[src/rtl/twi_pkg.sv]
package twi_pkg;
  localparam int MEM_AW = 13;
  localparam logic [3:0] DEV_TYPE = 4'b1010;

  typedef enum logic [2:0] {
    ST_IDLE, ST_DEV, ST_PTR_HI, ST_PTR_LO, ST_WDATA, ST_RDATA
  } twi_state_t;

  function automatic logic dev_match(input logic [7:0] b, input logic [2:0] sel);
    return (b[7:4] == DEV_TYPE) && (b[3:1] == sel);
  endfunction

  function automatic logic hi_ok(input logic [7:0] b);
    return (b >> (MEM_AW - 8)) == 8'd0;
  endfunction

  function automatic logic [MEM_AW-1:0] addr_next(input logic [MEM_AW-1:0] a);
    return a + 1'b1;
  endfunction
endpackage

[src/rtl/twi_line_sync.sv]
module twi_line_sync #(
  parameter int STAGES = 2,
  parameter int W = 2
) (
  input  logic         clk,
  input  logic         rst_n,
  input  logic [W-1:0] d_i,
  output logic [W-1:0] q_o
);
  genvar g;
  generate
    for (g = 0; g < W; g++) begin : g_line
      logic [STAGES-1:0] chain;
      always_ff @(posedge clk or negedge rst_n) begin
        if (!rst_n) chain <= '1;
        else        chain <= {chain[STAGES-2:0], d_i[g]};
      end
      assign q_o[g] = chain[STAGES-1];
    end
  endgenerate
endmodule

[src/rtl/twi_bus_events.sv]
module twi_bus_events (
  input  logic clk,
  input  logic rst_n,
  input  logic scl_s,
  input  logic sda_s,
  output logic ev_rise,
  output logic ev_fall,
  output logic ev_start,
  output logic ev_stop
);
  logic scl_q, sda_q;

  always_ff @(posedge clk or negedge rst_n) begin
    if (!rst_n) begin
      scl_q <= 1'b1;
      sda_q <= 1'b1;
    end else begin
      scl_q <= scl_s;
      sda_q <= sda_s;
    end
  end

  assign ev_rise  = scl_s & ~scl_q;
  assign ev_fall  = ~scl_s & scl_q;
  assign ev_start = scl_s & scl_q & sda_q & ~sda_s;
  assign ev_stop  = scl_s & scl_q & ~sda_q & sda_s;
endmodule

[src/rtl/twi_mem_slave.sv]
module twi_mem_slave
  import twi_pkg::*;
#(
  parameter int SYNC_STAGES = 2
) (
  input  logic              clk,
  input  logic              rst_n,
  input  logic              scl_i,
  input  logic              sda_i,
  input  logic [2:0]        sel_i,
  output logic              sda_pull_o,
  output logic              wr_valid_o,
  output logic [MEM_AW-1:0] wr_addr_o,
  output logic [7:0]        wr_data_o,
  output logic [MEM_AW-1:0] rd_addr_o,
  input  logic [7:0]        rd_data_i
);
  localparam int HI_W = MEM_AW - 8;

  logic [1:0] line_s;
  logic scl_s, sda_s;
  logic ev_rise, ev_fall, ev_start, ev_stop;

  twi_line_sync #(.STAGES(SYNC_STAGES), .W(2)) u_sync (
    .clk(clk), .rst_n(rst_n), .d_i({scl_i, sda_i}), .q_o(line_s)
  );
  assign scl_s = line_s[1];
  assign sda_s = line_s[0];

  twi_bus_events u_ev (
    .clk(clk), .rst_n(rst_n), .scl_s(scl_s), .sda_s(sda_s),
    .ev_rise(ev_rise), .ev_fall(ev_fall), .ev_start(ev_start), .ev_stop(ev_stop)
  );

  twi_state_t        state, after;
  logic [3:0]        cnt;
  logic [7:0]        sh;
  logic              mack;
  logic              pull;
  logic [MEM_AW-1:0] ptr;

  // named events for the checks
  logic rx_state, ack_slot, dev_reject;
  assign rx_state   = (state != ST_IDLE) && (state != ST_RDATA);
  assign ack_slot   = ev_fall && !ev_start && !ev_stop && rx_state && (cnt == 4'd8);
  assign dev_reject = ack_slot && (state == ST_DEV) && !dev_match(sh, sel_i);

  always_ff @(posedge clk or negedge rst_n) begin
    if (!rst_n) begin
      state      <= ST_IDLE;
      after      <= ST_IDLE;
      cnt        <= '0;
      sh         <= '0;
      mack       <= 1'b0;
      pull       <= 1'b0;
      ptr        <= '0;
      wr_valid_o <= 1'b0;
      wr_addr_o  <= '0;
      wr_data_o  <= '0;
    end else begin
      wr_valid_o <= 1'b0;
      if (ev_start) begin
        state <= ST_DEV;
        cnt   <= '0;
        pull  <= 1'b0;
      end else if (ev_stop) begin
        state <= ST_IDLE;
        pull  <= 1'b0;
      end else if (state == ST_RDATA) begin
        if (ev_rise) begin
          if (cnt == 4'd8) mack <= ~sda_s;
          cnt <= cnt + 4'd1;
        end else if (ev_fall) begin
          if (cnt == 4'd8) begin
            pull <= 1'b0;
            ptr  <= addr_next(ptr);
          end else if (cnt == 4'd9) begin
            if (mack) begin
              sh   <= rd_data_i;
              pull <= ~rd_data_i[7];
              cnt  <= '0;
            end else begin
              state <= ST_IDLE;
            end
          end else if (cnt != 4'd0) begin
            sh   <= {sh[6:0], 1'b1};
            pull <= ~sh[6];
          end
        end
      end else if (state != ST_IDLE) begin
        if (ev_rise) begin
          if (cnt < 4'd8) sh <= {sh[6:0], sda_s};
          cnt <= cnt + 4'd1;
        end else if (ev_fall) begin
          if (cnt == 4'd8) begin
            case (state)
              ST_DEV: begin
                if (dev_match(sh, sel_i)) begin
                  pull  <= 1'b1;
                  after <= sh[0] ? ST_RDATA : ST_PTR_HI;
                end else begin
                  state <= ST_IDLE;
                end
              end
              ST_PTR_HI: begin
                if (hi_ok(sh)) begin
                  pull  <= 1'b1;
                  ptr[MEM_AW-1:8] <= sh[HI_W-1:0];
                  after <= ST_PTR_LO;
                end else begin
                  state <= ST_IDLE;
                end
              end
              ST_PTR_LO: begin
                pull     <= 1'b1;
                ptr[7:0] <= sh;
                after    <= ST_WDATA;
              end
              default: begin
                pull       <= 1'b1;
                wr_valid_o <= 1'b1;
                wr_addr_o  <= ptr;
                wr_data_o  <= sh;
                ptr        <= addr_next(ptr);
                after      <= ST_WDATA;
              end
            endcase
          end else if (cnt == 4'd9) begin
            cnt   <= '0;
            state <= after;
            if (after == ST_RDATA) begin
              sh   <= rd_data_i;
              pull <= ~rd_data_i[7];
            end else begin
              pull <= 1'b0;
            end
          end
        end
      end
    end
  end

  assign sda_pull_o = pull;
  assign rd_addr_o  = ptr;

  p_pull_scl_low_r1: assert property (@(posedge clk) disable iff (!rst_n)
    (sda_pull_o != $past(sda_pull_o)) |-> !scl_s)
    else $error("R1: pull output changed while SCL high");

  p_idle_quiet_r2: assert property (@(posedge clk) disable iff (!rst_n)
    (state == ST_IDLE) |-> !sda_pull_o)
    else $error("R2: pull asserted while idle");

  p_reject_idle_r4: assert property (@(posedge clk) disable iff (!rst_n)
    dev_reject |=> (state == ST_IDLE) && !sda_pull_o)
    else $error("R4: mismatched header not rejected");

  p_write_from_data_r7: assert property (@(posedge clk) disable iff (!rst_n)
    wr_valid_o |-> ($past(state) == ST_WDATA) && sda_pull_o)
    else $error("R7: write strobe outside data phase");

  p_wrap_next_r9: assert property (@(posedge clk) disable iff (!rst_n)
    wr_valid_o |-> (rd_addr_o == addr_next(wr_addr_o)))
    else $error("R9: pointer did not advance after write");
endmodule

[config.mk]
export PLATFORM = sky130hd
export DESIGN_NAME = twi_mem_slave
export DESIGN_NICKNAME = d
export VERILOG_FILES = /design/src/rtl/twi_pkg.sv /design/src/rtl/twi_line_sync.sv /design/src/rtl/twi_bus_events.sv /design/src/rtl/twi_mem_slave.sv
export SDC_FILE = /design/constraint.sdc
export NUM_CORES = 1
export LEC_CHECK = 0
export ABC_AREA = 1
export CORE_MARGIN = 5
export CORE_UTILIZATION = 45
export DETAILED_ROUTE_END_ITERATION = 8
export PLACE_DENSITY = 0.76
export SLEW_MARGIN = 0
export SYNTH_ARGS = -nofsm -noshare
export SYNTH_HDL_FRONTEND = slang
export SYNTH_SLANG_ARGS = --single-unit
[constraint.sdc]
create_clock -name clk -period 2.5 [get_ports clk]
set_clock_uncertainty 0.15 [all_clocks]
set_input_delay 0.375 -clock clk [delete_from_list [all_inputs] [get_ports clk]]
set_output_delay 0.375 -clock clk [all_outputs]
set_load 0.02 [all_outputs]
Yosys cells after proc, flatten, opt, wreduce, memory -nomap -nowiden
Cells that the tools add are included.
{"block": "word_totals", "regBits": 61, "inputBits": 15, "out_inout_bits": 36}
{"block": "op_classes", "add_sub_neg": 2, "order_cmp": 1, "eq_ne": 48, "mux": 84, "bitwise": 18, "reduce_logical": 23}
{"cell": "$mux W8", "n": 14}
{"cell": "$mux W13", "n": 8}
{"cell": "$mux W3", "n": 18}
{"cell": "$mux W4", "n": 13}
{"cell": "$ne A4 B4 Y1 const B", "n": 11}
{"cell": "$ne A6 B6 Y1 const B", "n": 5}
{"cell": "$mux W1", "n": 25}
{"cell": "$reduce_and A10 Y1", "n": 2}
{"cell": "$reduce_and A9 Y1", "n": 2}
{"cell": "$pmux W8 S2", "n": 1}
{"cell": "$ne A2 B2 Y1 const B", "n": 7}
{"cell": "$add A13 B1 Y13 const B", "n": 1}
{"cell": "$reduce_and A13 Y1", "n": 1}
{"cell": "$eq A4 B4 Y1 const B", "n": 3}
{"cell": "$ne A3 B3 Y1 const B", "n": 4}
{"cell": "$ne A4 B3 Y1 const B", "n": 3}
{"cell": "$pmux W3 S2", "n": 2}
{"cell": "$reduce_and A12 Y1", "n": 1}
{"cell": "$reduce_bool A3 Y1", "n": 4}
{"cell": "$not A1 Y1", "n": 11}
{"cell": "$reduce_and A11 Y1", "n": 1}
{"cell": "$ne A2 B1 Y1 const B", "n": 5}
{"cell": "$pmux W5 S2", "n": 1}
{"cell": "$reduce_bool A5 Y1", "n": 2}
{"cell": "other kinds (21)", "n": 31}

Longest topological paths before layout
Gate-level depths: netlist of run 1.
{"block": "logic_depth", "depth_word": 11, "mapped_depth": 12, "mapped_depth_nobuf": 12}

Cells and area by module
Synthesis of run 1 repeated with hierarchy kept, for this count alone.
{"block": "hier_totals", "cells_unflattened": 470, "hier_area_um2": 3433.3}
{"mod": "twi_mem_slave", "instances": 1, "cells_per_inst": 451, "area_per_inst_um2": 3219.3, "seq_area_each_um2": 1376.3}
{"mod": "twi_line_sync", "instances": 1, "cells_per_inst": 6, "area_per_inst_um2": 120.1, "seq_area_each_um2": 105.1}
{"mod": "twi_bus_events", "instances": 1, "cells_per_inst": 13, "area_per_inst_um2": 93.8, "seq_area_each_um2": 52.6}

Least setup slack after synthesis of run 1
OpenSTA, ideal clock, no wires.
{"block": "synth_path", "path_type": "register to register", "start": "reg u_ev.scl_q", "end": "reg ptr[4] (netlist: rd_addr_o[4])", "setup_ns": 0.074, "t_arrival_ns": 1.776, "required_time_ns": 2.276, "path_slack_ns": 0.500, "stages_incl_launch_ff": 12, "path_buffers": 2, "period_less_slack_ns": 2.000, "cell_sequence": "dfstp_2 -> inv_1 -> ha_1 -> buf_2 -> clkinv_2 -> nand2_1 -> a21oi_1 -> nand3_4 -> nor2_8 -> buf_8 -> nand2_1 -> o21ai_2"}
{"block": "synth_via", "elab_chain_cells": 5, "word_cells_on_any_way": 15}
{"item": "start: declaration", "line": "twi_bus_events.sv:11", "source": "logic scl_q, sda_q;"}
{"item": "start signal: assignment", "line": "twi_bus_events.sv:18", "source": "scl_q <= scl_s;"}
{"item": "$and A1 B1 Y1", "line": "twi_bus_events.sv:25, twi_bus_events.sv:26"}
{"item": "$and A1 B1 Y1, on equally long branches (2 in series)", "line": "twi_bus_events.sv:26, twi_bus_events.sv:25"}
{"item": "$not A1 Y1 (no source line)"}
{"item": "$reduce_and A10 Y1 (no source line) (*)"}
{"item": "end signal: assignment", "line": "twi_mem_slave.sv:76", "source": "ptr <= addr_next(ptr);"}
{"item": "end signal: indexed assignment", "line": "twi_mem_slave.sv:108", "source": "ptr[MEM_AW-1:8] <= sh[HI_W-1:0];"}
{"item": "end signal: assignment", "line": "twi_mem_slave.sv:116", "source": "ptr[7:0] <= sh;"}
{"item": "end: declaration", "line": "twi_mem_slave.sv:40", "source": "logic [MEM_AW-1:0] ptr;"}
Mark *: on every way between the ends. The rest lies on a longest branch, timed or not.
A chain may end at the register's enable or synchronous reset.

Final worst setup path of run 1
{"block": "layout_path", "start": "reg u_sync.g_line[1].chain[1]", "end": "reg wr_addr_o[1]"}
{"block": "layout_via", "elab_chain_cells": 5, "word_cells_on_any_way": 12}
{"item": "start: declaration", "line": "twi_line_sync.sv:13", "source": "logic [STAGES-1:0] chain;"}
{"item": "start signal: assignment", "line": "twi_line_sync.sv:16", "source": "else chain <= {chain[STAGES-2:0], d_i[g]};"}
{"item": "$and A1 B1 Y1", "line": "twi_bus_events.sv:25, twi_bus_events.sv:26"}
{"item": "$and A1 B1 Y1, on equally long branches (2 in series)", "line": "twi_bus_events.sv:26, twi_bus_events.sv:25"}
{"item": "$not A1 Y1 (no source line)"}
{"item": "$reduce_and A8 Y1 (no source line) (*)"}
{"item": "end signal: assignment", "line": "twi_mem_slave.sv:122", "source": "wr_addr_o <= ptr;"}
{"item": "end: declaration", "line": "twi_mem_slave.sv:13", "source": "output logic [MEM_AW-1:0] wr_addr_o,"}
Marks and branches as above.

==> results of run 1 <==
[synth_stat cells, types with 7 or more instances]
master	instances	area, um^2
nand2_1	153	574
dfrtp_1	55	1380
inv_1	50	188
nand3_1	41	205
nor2_1	26	97.6
o21ai_2	22	193
o21ai_1	14	70.1
o21ai_0	11	55.1
inv_2	9	33.8
nand4_1	9	56.3
ha_1	7	87.6
[area by class of cell]
| type | instances | area share |
|---|---|---|
| clock inverters | 5 | 0.0117 |
| inverters | 62 | 0.0529 |
| multi-input cells | 344 | 0.420 |
| flip-flops and latches | 61 | 0.341 |
| clock buffers | 10 | 0.0284 |
| well taps | 105 | 0.0292 |
| repair buffers | 54 | 0.117 |
[layer usage]
layer / track usage / share of wire
met5: 0 / 0
met4: 0.0746 / 0.025
met3: 0.0482 / 0.054
met2: 0.293 / 0.47
met1: 0.235 / 0.45
[worst min path at each step]
| stage | startpoint | endpoint | slack, ns | depth (start not counted) |
|---|---|---|---|---|
| after floorplan | rst_n | after[0] | -0.07 | 0 |
| after detailed placement | u_sync.g_line[0].chain[0] | u_sync.g_line[0].chain[1] | 0.20 | 0 |
| after CTS | rst_n | wr_addr_o[2] | 0.06 | 2 |
| after global routing | rst_n | wr_addr_o[2] | 0.10 | 2 |
| after global placement | u_sync.g_line[0].chain[0] | u_sync.g_line[0].chain[1] | 0.20 | 0 |
| final | rst_n | wr_addr_o[2] | 0.04 | 2 |
[logic make-up after synthesis]
group | after synthesis
buffers and inverters | 72
DFF | 61
muxes | 1
and+or+nand+nor | 269
adders and majority gates | 7
xor gates and xnor gates | 4
AOI/OAI and AO/OA | 63
[power breakdown]
group	internal (mW)	switching, mW	leakage [nW]
logic	0.136	0.332	1.18
registers	1.07	0.0830	0.807
clock network	0.450	0.396	0.0919
[stage by stage]
step | instances | setup WS [ns] | total power, mW
3_3_place_gp | 626 | 0.276 | 1.62
2_1_floorplan | 477 | 0.500 | 1.46
4_1_cts | 641 | 0.195 | 2.49
5_1_grt | 641 | 0.00552 | 2.59
3_5_place_dp | 626 | 0.221 | 1.64
6_report | 641 | 0.169 | 2.47
[flip-flops by register name, indices dropped and copies added, names as in the netlist]
register,count
wr_addr_o,13
wr_valid_o,1
mack,1
sh,8
state,3
cnt,4
wr_data_o,8
u_sync.g_line.chain,4
u_ev.scl_q,1
sda_pull_o,1
u_ev.sda_q,1
rd_addr_o,13
after,3
==> flow_results.org, run 1 <==
** Status
- The flow ran to the end, and the final reports show no timing, DRC or antenna violations.

** Route
- The count of nets left with antenna violations once routing finished came out at 0.
- Violation count after the first detailed-routing iteration :: between 100 and 150
- Total iterations of the first detailed-routing run :: 4
- After detailed routing, the number of remaining DRC violations is 0.
- Via count normalized by instance count :: between 5 and 6
- After detailed routing, the average wire length per cell comes to between 10 and 15 um.
- For this block, the via count after detailed routing is roughly 3300.
- Wires add up to roughly 8900 um.

** Synth
- Post-synthesis share of cell area spent on xor and xnor gates :: 0.00932
- Of the total synthesized cell area, the portion taken by full adders, half adders and majority gates is 0.0233.
- Multiplexer share of the synthesized area :: 0.00266
- Count of yosys warnings during synthesis :: 0
- Post-synthesis async set-or-reset flop share :: 1.00
- Synthesis inferred 61 register bits.
- Combinational family with the most area after synthesis :: simple AND/OR/NAND/NOR gates
- Sequential cell area fraction in the yosys report :: 0.408
- Syn_nets :: around 500
- The average instance in the mapped netlist occupies 7.88 um^2.
- After synthesis, the netlist uses 39 different library cells.
- Number of enable flip-flop cells after synthesis :: 0
- Synthesized netlist cell count :: around 480
- Primary flip-flop cell chosen by synthesis mapping :: dfrtp_1
- Share of the synthesized area in compound gates (AO/OA/AOI/OAI) :: 0.123
- In this run the cell area of the synthesized design comes to approximately 0.0038 mm^2.
- Fraction of the mapped netlist area in simple logic gates :: 0.344

** Die
- The die is 101 um tall.
- Area of the core :: 0.00818 mm^2
- The die is 101 um wide.
- The floorplan has 33 rows.
- I/O pins :: 51
- Die footprint :: between 0.01 and 0.015 mm^2
- For this configuration, the core starts out at a cell density of 0.460.

** Worst setup path
- Path length in cells of the critical path :: 9
- Class of the most critical setup path :: reg2reg
- Count of buffer and inverter cells on the critical path :: 3
- Register-to-register setup slack :: roughly 0.17 ns
- Data arrives at the worst endpoint at between 2 and 2.5 ns.
- On the worst path, the slowest cell contributes a delay of 0.56 ns.
- By instance count, the cell type seen most on the critical path is nand2_1.
- In this run the critical register-to-register path is launched from u_sync.g_line[1].chain[1].
- The critical path goes through ha_1 -> clkinv_2 -> nand2_1 -> nor4_2 -> nand2_2 -> buf_4 -> inv_1 -> nand2_1 -> nand2_1.
- For this design, the slowest cell found on the critical path is dfstp_2.
- Biggest fanout along the worst timing path :: 41
- Among cell families on the critical path, the largest total delay comes from buffers and inverters.
- Endpoint class of the critical path :: flip-flop
- Startpoint of the worst setup timing path :: u_sync.g_line[1].chain[1]
- Worst setup path end :: wr_addr_o[1]
- The worst setup path is launched from a flip-flop.
- Data on the critical path is required at its endpoint by 2.58 ns.
- Worst r2r path cells :: 9
- The endpoint identified for the worst register-to-register timing path is wr_addr_o[1].

** GRT
- Number of global-route vias before repair :: 3212
- The initial antenna violation count is 0.
- Entering global routing, the biggest net connects between 60 and 70 pins.
- Overflow left after global routing :: 0
- Wire length of the first global-routing pass :: ~15000 um
- Global Route Usage Sum :: 0.183

** Clock network
- Post-CTS resize count :: 0
- Number of buffers created by CTS :: 9
- CTS H-Tree Depth :: 3
- Number of buffers on the longest clock path :: 2
- Root buffer cell :: clkbuf_8
- After clock tree synthesis, the clock-pin slew on the worst setup and hold paths is 0.07 ns.
- Buffers inserted to repair hold after CTS numbered 0.
- TritonCTS built the clock tree.
- The number of setup buffers added after CTS is 0.
- The later pin in the worst-skew pair is clocked with a latency of around 0.34 ns.
- Clock net sink count :: 61

** Layout
- Relative to the synthesized area, the layout overhead comes to 19.7%.
- At the end of the flow the core is filled with cells to 0.550.
- The library cell used most frequently in the layout, excluding fill and tap cells, is nand2_1.
- Multi-input combinational cell area :: between 0.0015 and 0.002 mm^2
- Registers take between 0.0015 and 0.002 mm^2.
- In the layout the commonest cells are nand2_1, dfrtp_1, inv_1, clkdlybuf4s50_1, nand3_1.
- Net count reported at finish :: between 500 and 600
- Fill cells in the final layout number 800.
- Share of layout cells above drive strength 1 :: 0.172
- 0 antenna diodes ended up in the layout.
- Post-route design area :: approximately 0.0045 mm^2

** STA
- In the finished design, the share of the clock period the worst path needs comes to 0.932.
- Highest achievable clock rate :: between 400 and 500 MHz
- Number of hold violations in the final report :: 0
- Setup Viol. Count Final :: 0
- For the pin with the worst max-slew slack, the measured transition is ~0.77 ns.
- The number of slew-limit violations in the final report is 0.
- RSZ-0062 raised after global routing :: no
- Hold timing on the final database bottoms out at a slack of roughly 0.038 ns.
- Rel. slew slack :: 0.488
- Minimum clock period :: about 2.3 ns
- Final TNS setup :: 0 ns

** Power and ir drop
- Worst IR Drop VDD :: 0.352 mV
- Dividing total power by cell area gives a power density of between 500 and 600 mW/mm^2.
- Leakage Power :: roughly 2.1 nW

** Min path
- In this run the worst hold path is classified as in2async.

** Flow run
- Across the run, the number of max-cap violations was 0.

** Placed design
- Summing all placed instances gives a cell area of around 0.0043 mm^2.
- Number of I/O port buffers :: 50
- The congestion estimate from routability-driven global placement came to approximately 0.90.
- HPWL Detailed :: 6630 um
Note: power is estimated with default switching activity, not from simulation.
==> run 2: changes to the inputs <==
--- a/config.mk
+++ b/config.mk
@@ -10,6 +10,7 @@
 export CORE_UTILIZATION = 45
 export DETAILED_ROUTE_END_ITERATION = 8
 export PLACE_DENSITY = 0.76
+export SKIP_LAST_GASP = 1
 export SLEW_MARGIN = 0
 export SYNTH_ARGS = -nofsm -noshare
 export SYNTH_HDL_FRONTEND = slang
==> results of run 2 <==
Same layout as run 1: the final DEF is identical, and so are final timing and power.
